**src/rtl/spi_msg_port.sv**
```systemverilog
module spi_msg_port #(
  parameter int DEPTH = 16
) (
  input  logic       clk,
  input  logic       rst_n,
  input  logic       cs_n,
  input  logic       sck,
  input  logic       sdi,
  output logic       sdo,
  output logic       sdo_en,
  output logic       irq_n,
  output logic       cmd_avail,
  output logic [7:0] cmd_data,
  input  logic       cmd_pop,
  input  logic       rsp_push,
  input  logic       rsp_sop,
  input  logic [7:0] rsp_data,
  output logic       rsp_full
);
  localparam int AW = (DEPTH > 1) ? $clog2(DEPTH) : 1;
  localparam int CW = $clog2(DEPTH + 1);

  function automatic logic [AW-1:0] nxt(input logic [AW-1:0] p);
    return (p == AW'(DEPTH - 1)) ? '0 : p + 1'b1;
  endfunction

  logic [2:0] cs_p, sck_p;
  logic [1:0] sdi_p;
  logic [2:0] bitcnt;
  logic [6:0] rx_sr;
  logic [7:0] tx_sr;
  logic       in_data, rd_q, ok_q, sdo_q, sdo_en_q, pop_pend, arm_q, pulse_q;

  logic [7:0]    o_mem [DEPTH];
  logic [7:0]    i_mem [DEPTH];
  logic [AW-1:0] o_wp, o_rp, i_wp, i_rp;
  logic [CW-1:0] o_cnt, i_cnt;

  wire       active   = ~cs_p[1];
  wire       sck_rise = sck_p[1] & ~sck_p[2];
  wire       sck_fall = ~sck_p[1] & sck_p[2];
  wire [7:0] byte_in  = {rx_sr, sdi_p[1]};
  wire       byte_end = active & sck_rise & (bitcnt == 3'd7);
  wire       addr_end = byte_end & ~in_data;
  wire       data_end = byte_end & in_data;
  wire       load     = (addr_end & (byte_in == 8'h01)) | (data_end & rd_q & ok_q);
  wire       o_empty  = (o_cnt == '0);
  wire       o_pop    = active & sck_rise & (bitcnt == 3'd0) & pop_pend;
  wire       o_push   = rsp_push & (o_cnt != CW'(DEPTH));
  wire       i_push   = data_end & ~rd_q & ok_q & (i_cnt != CW'(DEPTH));
  wire       i_pop    = cmd_pop & (i_cnt != '0);
  wire       arm_set  = o_push & rsp_sop & active & in_data & rd_q & ok_q;

  assign sdo       = sdo_q;
  assign sdo_en    = sdo_en_q;
  assign irq_n     = o_empty | pulse_q;
  assign rsp_full  = (o_cnt == CW'(DEPTH));
  assign cmd_avail = (i_cnt != '0);
  assign cmd_data  = i_mem[i_rp];

  always_ff @(posedge clk or negedge rst_n) begin
    if (!rst_n) begin
      cs_p  <= 3'b111;
      sck_p <= '0;
      sdi_p <= '0;
    end else begin
      cs_p  <= {cs_p[1:0], cs_n};
      sck_p <= {sck_p[1:0], sck};
      sdi_p <= {sdi_p[0], sdi};
    end
  end

  always_ff @(posedge clk or negedge rst_n) begin
    if (!rst_n) begin
      bitcnt   <= '0;
      rx_sr    <= '0;
      tx_sr    <= '0;
      in_data  <= 1'b0;
      rd_q     <= 1'b0;
      ok_q     <= 1'b0;
      sdo_q    <= 1'b0;
      sdo_en_q <= 1'b0;
      pop_pend <= 1'b0;
    end else if (!active) begin
      bitcnt   <= '0;
      in_data  <= 1'b0;
      rd_q     <= 1'b0;
      ok_q     <= 1'b0;
      sdo_q    <= 1'b0;
      sdo_en_q <= 1'b0;
      pop_pend <= 1'b0;
    end else if (sck_rise) begin
      bitcnt <= bitcnt + 3'd1;
      rx_sr  <= {rx_sr[5:0], sdi_p[1]};
      if (o_pop) pop_pend <= 1'b0;
      if (addr_end) begin
        in_data <= 1'b1;
        rd_q    <= byte_in[0];
        ok_q    <= (byte_in[7:1] == 7'd0);
        if (byte_in == 8'h01) sdo_en_q <= 1'b1;
      end
      if (load) begin
        tx_sr    <= o_empty ? 8'h00 : o_mem[o_rp];
        pop_pend <= ~o_empty;
      end
    end else if (sck_fall && sdo_en_q) begin
      sdo_q <= tx_sr[7];
      tx_sr <= {tx_sr[6:0], 1'b0};
    end
  end

  always_ff @(posedge clk or negedge rst_n) begin
    if (!rst_n) begin
      arm_q   <= 1'b0;
      pulse_q <= 1'b0;
    end else if (!active) begin
      arm_q   <= 1'b0;
      pulse_q <= 1'b0;
    end else begin
      if (sck_fall) begin
        if (pulse_q) pulse_q <= 1'b0;
        else if (arm_q) begin
          pulse_q <= 1'b1;
          arm_q   <= 1'b0;
        end
      end
      if (arm_set) arm_q <= 1'b1;
    end
  end

  always_ff @(posedge clk) begin
    if (o_push) o_mem[o_wp] <= rsp_data;
    if (i_push) i_mem[i_wp] <= byte_in;
  end

  always_ff @(posedge clk or negedge rst_n) begin
    if (!rst_n) begin
      o_wp <= '0; o_rp <= '0; o_cnt <= '0;
      i_wp <= '0; i_rp <= '0; i_cnt <= '0;
    end else begin
      if (o_push) o_wp <= nxt(o_wp);
      if (o_pop)  o_rp <= nxt(o_rp);
      o_cnt <= o_cnt + CW'(o_push) - CW'(o_pop);
      if (i_push) i_wp <= nxt(i_wp);
      if (i_pop)  i_rp <= nxt(i_rp);
      i_cnt <= i_cnt + CW'(i_push) - CW'(i_pop);
    end
  end

  a_r10_no_overflow: assert property (@(posedge clk) disable iff (!rst_n)
    o_cnt <= CW'(DEPTH));
  a_r8_pop_nonempty: assert property (@(posedge clk) disable iff (!rst_n)
    o_pop |-> o_cnt != '0);
  a_r6_pop_first_bit: assert property (@(posedge clk) disable iff (!rst_n)
    o_pop |-> (bitcnt == 3'd0) && in_data && rd_q && sdo_en_q);
  a_r7_pulse_on_fall: assert property (@(posedge clk) disable iff (!rst_n)
    $rose(pulse_q) |-> $past(sck_fall));
  a_r9_bad_addr_quiet: assert property (@(posedge clk) disable iff (!rst_n)
    (in_data && !ok_q) |-> !sdo_en_q && !i_push && !o_pop);
  a_r11_cs_clears: assert property (@(posedge clk) disable iff (!rst_n)
    !active |=> (bitcnt == 3'd0) && !in_data && !sdo_en_q && !pulse_q);
endmodule

```
**config.mk**
```make
export PLATFORM = sky130hd
export DESIGN_NAME = spi_msg_port
export DESIGN_NICKNAME = d
export VERILOG_FILES = /design/src/rtl/spi_msg_port.sv
export SDC_FILE = /design/constraint.sdc
export NUM_CORES = 1
export LEC_CHECK = 0
export ABC_AREA = 1
export CELL_PAD_IN_SITES_DETAIL_PLACEMENT = 0
export CELL_PAD_IN_SITES_GLOBAL_PLACEMENT = 1
export CORE_MARGIN = 2
export CORE_UTILIZATION = 45
export CTS_CLUSTER_DIAMETER = 80
export DETAILED_ROUTE_END_ITERATION = 8
export PLACE_DENSITY_LB_ADDON = 0.1
export SLEW_MARGIN = 40
export SYNTH_ARGS = -nofsm -noshare
export SYNTH_HDL_FRONTEND = slang
export SYNTH_SLANG_ARGS = --single-unit
```
**constraint.sdc**
```tcl
create_clock -name clk -period 2.7 [get_ports clk]
set_clock_uncertainty 0.05 [all_clocks]
set_input_delay 0.27 -clock clk [delete_from_list [all_inputs] [get_ports clk]]
set_output_delay 0.27 -clock clk [all_outputs]
set_load 0.02 [all_outputs]
```
* After elaboration in Yosys (flattened, before gate mapping)
Memories as Yosys holds them, arrays and structs flattened.
Cells that the tools add are included.
** Operators by class
- $add $sub $neg :: 9
- Equality and inequality tests :: 12
- Multiplexer cells :: 42
- Bitwise operators :: 29
- Reductions and logical operators :: 20
** Operator list (number)
- 2-to-1 mux 1 bit :: 32
- 2-to-1 mux 8 bit :: 4
- AND 1 bit :: 21
- adder 4 x 1 -> 4 bit (second input constant) :: 4
- == test 4 bit (second input constant) :: 4
- 2-to-1 mux 4 bit :: 4
- nonzero test 2 bit :: 6
- adder 5 x 1 -> 5 bit :: 2
- inequality test 5 bit (second input constant) :: 2
- AND reduction 2 bit :: 5
- subtractor 5 x 1 -> 5 bit :: 2
- == test 8 x 1 -> 1 bit (second input constant) :: 1
- zero test 7 bit :: 1
- 2-to-1 mux 3 bit :: 2
- inverter 1 bit :: 6
- AND reduction 3 bit :: 2
- nonzero test 3 bit :: 2
- == test 5 bit (second input constant) :: 1
- zero test 5 bit :: 1
- nonzero test 5 bit :: 1
- adder 3 x 1 -> 3 bit (second input constant) :: 1
- == test 3 bit (second input constant) :: 1
- zero test 3 bit :: 1
- inequality test 3 x 2 -> 1 bit (second input constant) :: 1
- 4 further kinds :: 5
** Word-level totals
- Bits in registers :: 59
- Memory bits (writable) :: 256
- Input port bits :: 16
- Output and inout bits :: 13
- Memories :: 2
** Memories
- i_mem :: depth 16, width 8, rd ports 1, clocked after memory_dff 0, wr ports 1, line 35 : logic [7:0] i_mem [DEPTH];
- o_mem :: depth 16, width 8, rd ports 1, clocked after memory_dff 0, wr ports 1, line 34 : logic [7:0] o_mem [DEPTH];

* Logic depth before layout (Yosys ltp)
- Depth after elaboration :: 11
- Gate-level depth with buffers :: 15
- Mapped depth without buffers :: 14

* Worst setup path before layout
No wires, ideal clock.
- Path type :: register to register
- Start point :: reg sck_p[2]
- End point :: reg i_cnt[4]
- Arrival time :: 2380 ps
- Slack :: 142 ps
- Cell stages (with the launch flop) :: 16
- Buffers on the path :: 1
- Clock period less this slack :: 2558 ps
- Path through :: dfrtp_1 -> inv_1 -> nand2_4 -> nor2_4 -> nand3_1 -> nor2_1 -> buf_4 -> inv_1 -> ha_1 -> inv_1 -> ha_1 -> inv_1 -> fa_1 -> o21ai_0 -> a21oi_1 -> xor2_1
** Between the ends
- Cells in the longest elaborated chain, start to end :: 10
** RTL lines
- from (decl) :: line 27 : logic [2:0] cs_p, sck_p;
- from (signal assigned) :: line 68 : sck_p <= {sck_p[1:0], sck};
- inverter 1 bit :: line 40 : wire sck_rise = sck_p[1] & ~sck_p[2];
- AND 1 bit :: line 40
- AND 1 bit (2 in a row) :: line 43 : wire byte_end = active & sck_rise & (bitcnt == 3'd7);
- AND 1 bit :: line 45 : wire data_end = byte_end & in_data;
- AND 1 bit (3 in a row) :: line 50 : wire i_push = data_end & ~rd_q & ok_q & (i_cnt != CW'(DEPTH));
- adder 5 x 1 -> 5 bit :: line 146 : i_cnt <= i_cnt + CW'(i_push) - CW'(i_pop);
- subtractor 5 x 1 -> 5 bit :: line 146
- to (signal assigned) :: line 146
- to (decl) :: line 37 : logic [CW-1:0] o_cnt, i_cnt;
No other way between the ends.
A chain may end at the register's enable or synchronous reset.

* Final worst setup path
- Start point :: reg i_rp[0]
- End point :: out cmd_data[0]
** Between the ends
- Cells in the longest elaborated chain, start to end :: 1
** RTL lines
- from (decl) :: line 36 : logic [AW-1:0] o_wp, o_rp, i_wp, i_rp;
- from (signal assigned) :: line 145 : if (i_pop) i_rp <= nxt(i_rp);
- memory read (16 x 8 bit)
- to (decl) :: line 13 : output logic [7:0] cmd_data,
No other way between the ends.

==> results.cfg <==
[sta]
min_period_ps = 2630
finalHoldViolations = 0
fin_crit_sh_pct = 97.4
rsz0062_at_grt = false
slew_headroom_pct = 48.1
finalSetupTns_ps = 0
fmax_mhz = 380
setup_viol = 0
tightest_slew_ps = 776
slew_viol_final = 0

[synth]
syn_avg_cell_area_sq_um = 10.6
yosys_register_bits = 315
netlist.area_leader.share_pct = 56.2
ys_seq_area_share_pct = 67.0
syn_area_sq_mm = 0.0137
ys_types = 38
synthCells = 1285
yosysTopAreaCell = edfxtp_1
yosys_warnings = 0
syn_nets = 1328
yosys-top-cells-area = edfxtp_1 56%, dfrtp_1 10%, nand2_1 8.6%, inv_1 5.0%, nand3_1 3.7%

[power]
p_leak_nw = 6.66
total_power_mw = 14.1
ir_drop_mv = 0.551
power_density_mw_per_mm2 = 881

[worst_setup_path]
cpLargestDelayFamily = compound AO/OA/AOI/OAI gates
r2r_slack_ps = 220
cpMaxStageDelayCell = dfrtp_2
end_kind = primary output
r2r_end = o_cnt[4]
path_cells = inv_4, buf_12, o21ai_0, o211ai_1, o2111ai_1, nand2_1, clkdlybuf4s15_2
cpPeakStageDelay_ps = 450
path_buf_inv = 3
ff2ff_path_depth = 13
timing.critical_path.from_type = flop
r2r-start = sck_p[2]
cp-startpoint = i_rp[0]
cp.required_ps = 2380
criticalPathCategory = reg2out
worstPathArrival_ps = 2310
cp_max_fo = 15

[global_route]
use_met1_pct = 32.8
grt_pass1_vias = 8658
grt_pass1_wl_mm = 49.5
antenna_found_initial = 0
grtUsageMet3_pct = 3.15
gr-usage-all-layers_pct = 20.7
grt_util_met2_pct = 30.1
grt_start_max_net_pins = 67
busiest_layer = met1
overflow = 0

[die]
rows = 63
io_pins = 29
die_y_microns = 178
die_area_sq_mm = 0.0318
initial_utilization_pct = 45.9
core_sq_mm = 0.0298
die_w_microns = 178

[final_layout]
nFillCells = 2665
drive_gt1_share_pct = 11.3
diodes = 0
fin_nets = 1423
final_common_cell = nand2_1
layout_common_cells = 314 x nand2_1, 256 x edfxtp_1, 181 x inv_1, 119 x nor2_1, 100 x nand3_1
syn2layout_area_growth_pct = 17.0

[placed_design]
globalplace.congestion = 0.770
dp_hpwl_mm = 20.1
port_buffers = 28

[route]
dr.first_iter.drc_count = 666
ant_nets = 0
drc_errors = 0
firstDrtPassIters = 5
dr_total_vias = 8882
avgRoutedWirePerCell_microns = 17.7
drt_wl_total_mm = 31.7
vias_per_cell = 4.95

[hold_path]
min_to = cs_p[0]
holdPathStages = 1
min_from = cs_n
min_path_type = in2reg

[flow_run]
drv_cap = 0

[cts]
clock_path_buffers = 3
root_buffer = clkbuf_16
cts_tree = yes
cts_htree_levels = 2
numCtsBuffers = 35
clock_latency_ps = 500
clk_pin_slew_worst_paths_ps = 60
clock_sinks = 315

[run_status]
status = finished clean
-- final cells by class --
| class | count | area [sq um] | area share, % |
|---|---|---|---|
| clock buffers | 50 | 1010 | 6.34 |
| clock inverters | 11 | 97.6 | 0.610 |
| inverters | 191 | 726 | 4.54 |
| multi-input cells | 732 | 3590 | 22.5 |
| flip-flops and latches | 315 | 9170 | 57.3 |
| well taps | 390 | 488 | 3.05 |
| repair buffers | 104 | 905 | 5.65 |
| repair inverters | 1 | 7.51 | 0.0469 |
-- flip-flops by register name (all words and copies together) (netlist names), 4 cells and up --
name and cells:
rx_sr 7, tx_sr 8, i_cnt 5, o_rp 4, i_rp 4, o_cnt 5
o_mem 128, o_wp 4, i_wp 4, i_mem 128
-- per-stage QoR --
step	cell area (sq um)	cells	utilization, %	hold WS [ps]	setup WS, ps
floorplan	13700	1285	-	-75.6	142
global placement	14800	1726	49.6	288	155
detailed placement	14800	1726	49.6	229	149
CTS	15900	1791	53.5	103	8.89
global route	16000	1794	53.7	113	0.824
finish	16000	1794	53.7	126	69.9
-- synthesized netlist by cell type (all sizes together) --
cell type	number
dfrtp	57
o2111ai	11
nor3b	1
o32ai	1
o31ai	1
nand2	317
o221ai	1
a22o	1
nand4	7
ha	25
xnor2	3
clkinv	3
a21oi	25
xor2	9
edfxtp	256
nand3	102
o21ai	71
clkbuf	19
dfstp	2
buf	28
fa	2
o211ai	18
inv	188
nor3	6
nor2	126
o22ai	5
-- cells by family (layout without fill, tap and decap cells) --
logic type | count (synthesis) | count (layout) | synth area share, %
xor+xnor | 12 | 12 | 0.768
flops | 315 | 315 | 67.0
compound gates | 134 | 134 | 5.76
buf+inv | 238 | 357 | 6.90
simple gates | 559 | 559 | 17.0
fa+ha+maj | 27 | 27 | 2.58
-- where the power goes --
part           switching (mW)  leakage [nW]  total [mW]  internal, mW
Combinational            2.23          3.03        3.49          1.26
Sequential              0.251          3.09        5.98          5.73
Clock                    1.82         0.545        4.61          2.79
Total                    4.31          6.66        14.1          9.79
-- worst max-delay path by stage --
stage / cells past startpoint / endpoint / slack [ps]
floorplan: 15 / i_cnt[4] / 140
global placement: 14 / i_cnt[4] / 150
detailed placement: 14 / i_cnt[4] / 150
CTS: 7 / cmd_data[1] / 9
global route: 13 / o_cnt[4] / 0.8
finish: 7 / cmd_data[0] / 70
-- metal layers --
metal  vias to the layer above  wire (microns)  share of wire [%]
met5                         -               0                  0
met4                         0             480                1.5
met3                        38            1720                5.4
met2                       190           13200                 42
met1                      4211           16300                 51
li1                       4443               -                  -
-- repair_timing --
action                     CTS  global route
buffers inserted             2             1
setup endpoints to repair    8            10
hold buffers                 1             0
hold endpoints to repair    31             0
pin swaps                    2             5
cloned                       1             2
resized for setup           16            14
Note: power is estimated with default switching activity, not from simulation.
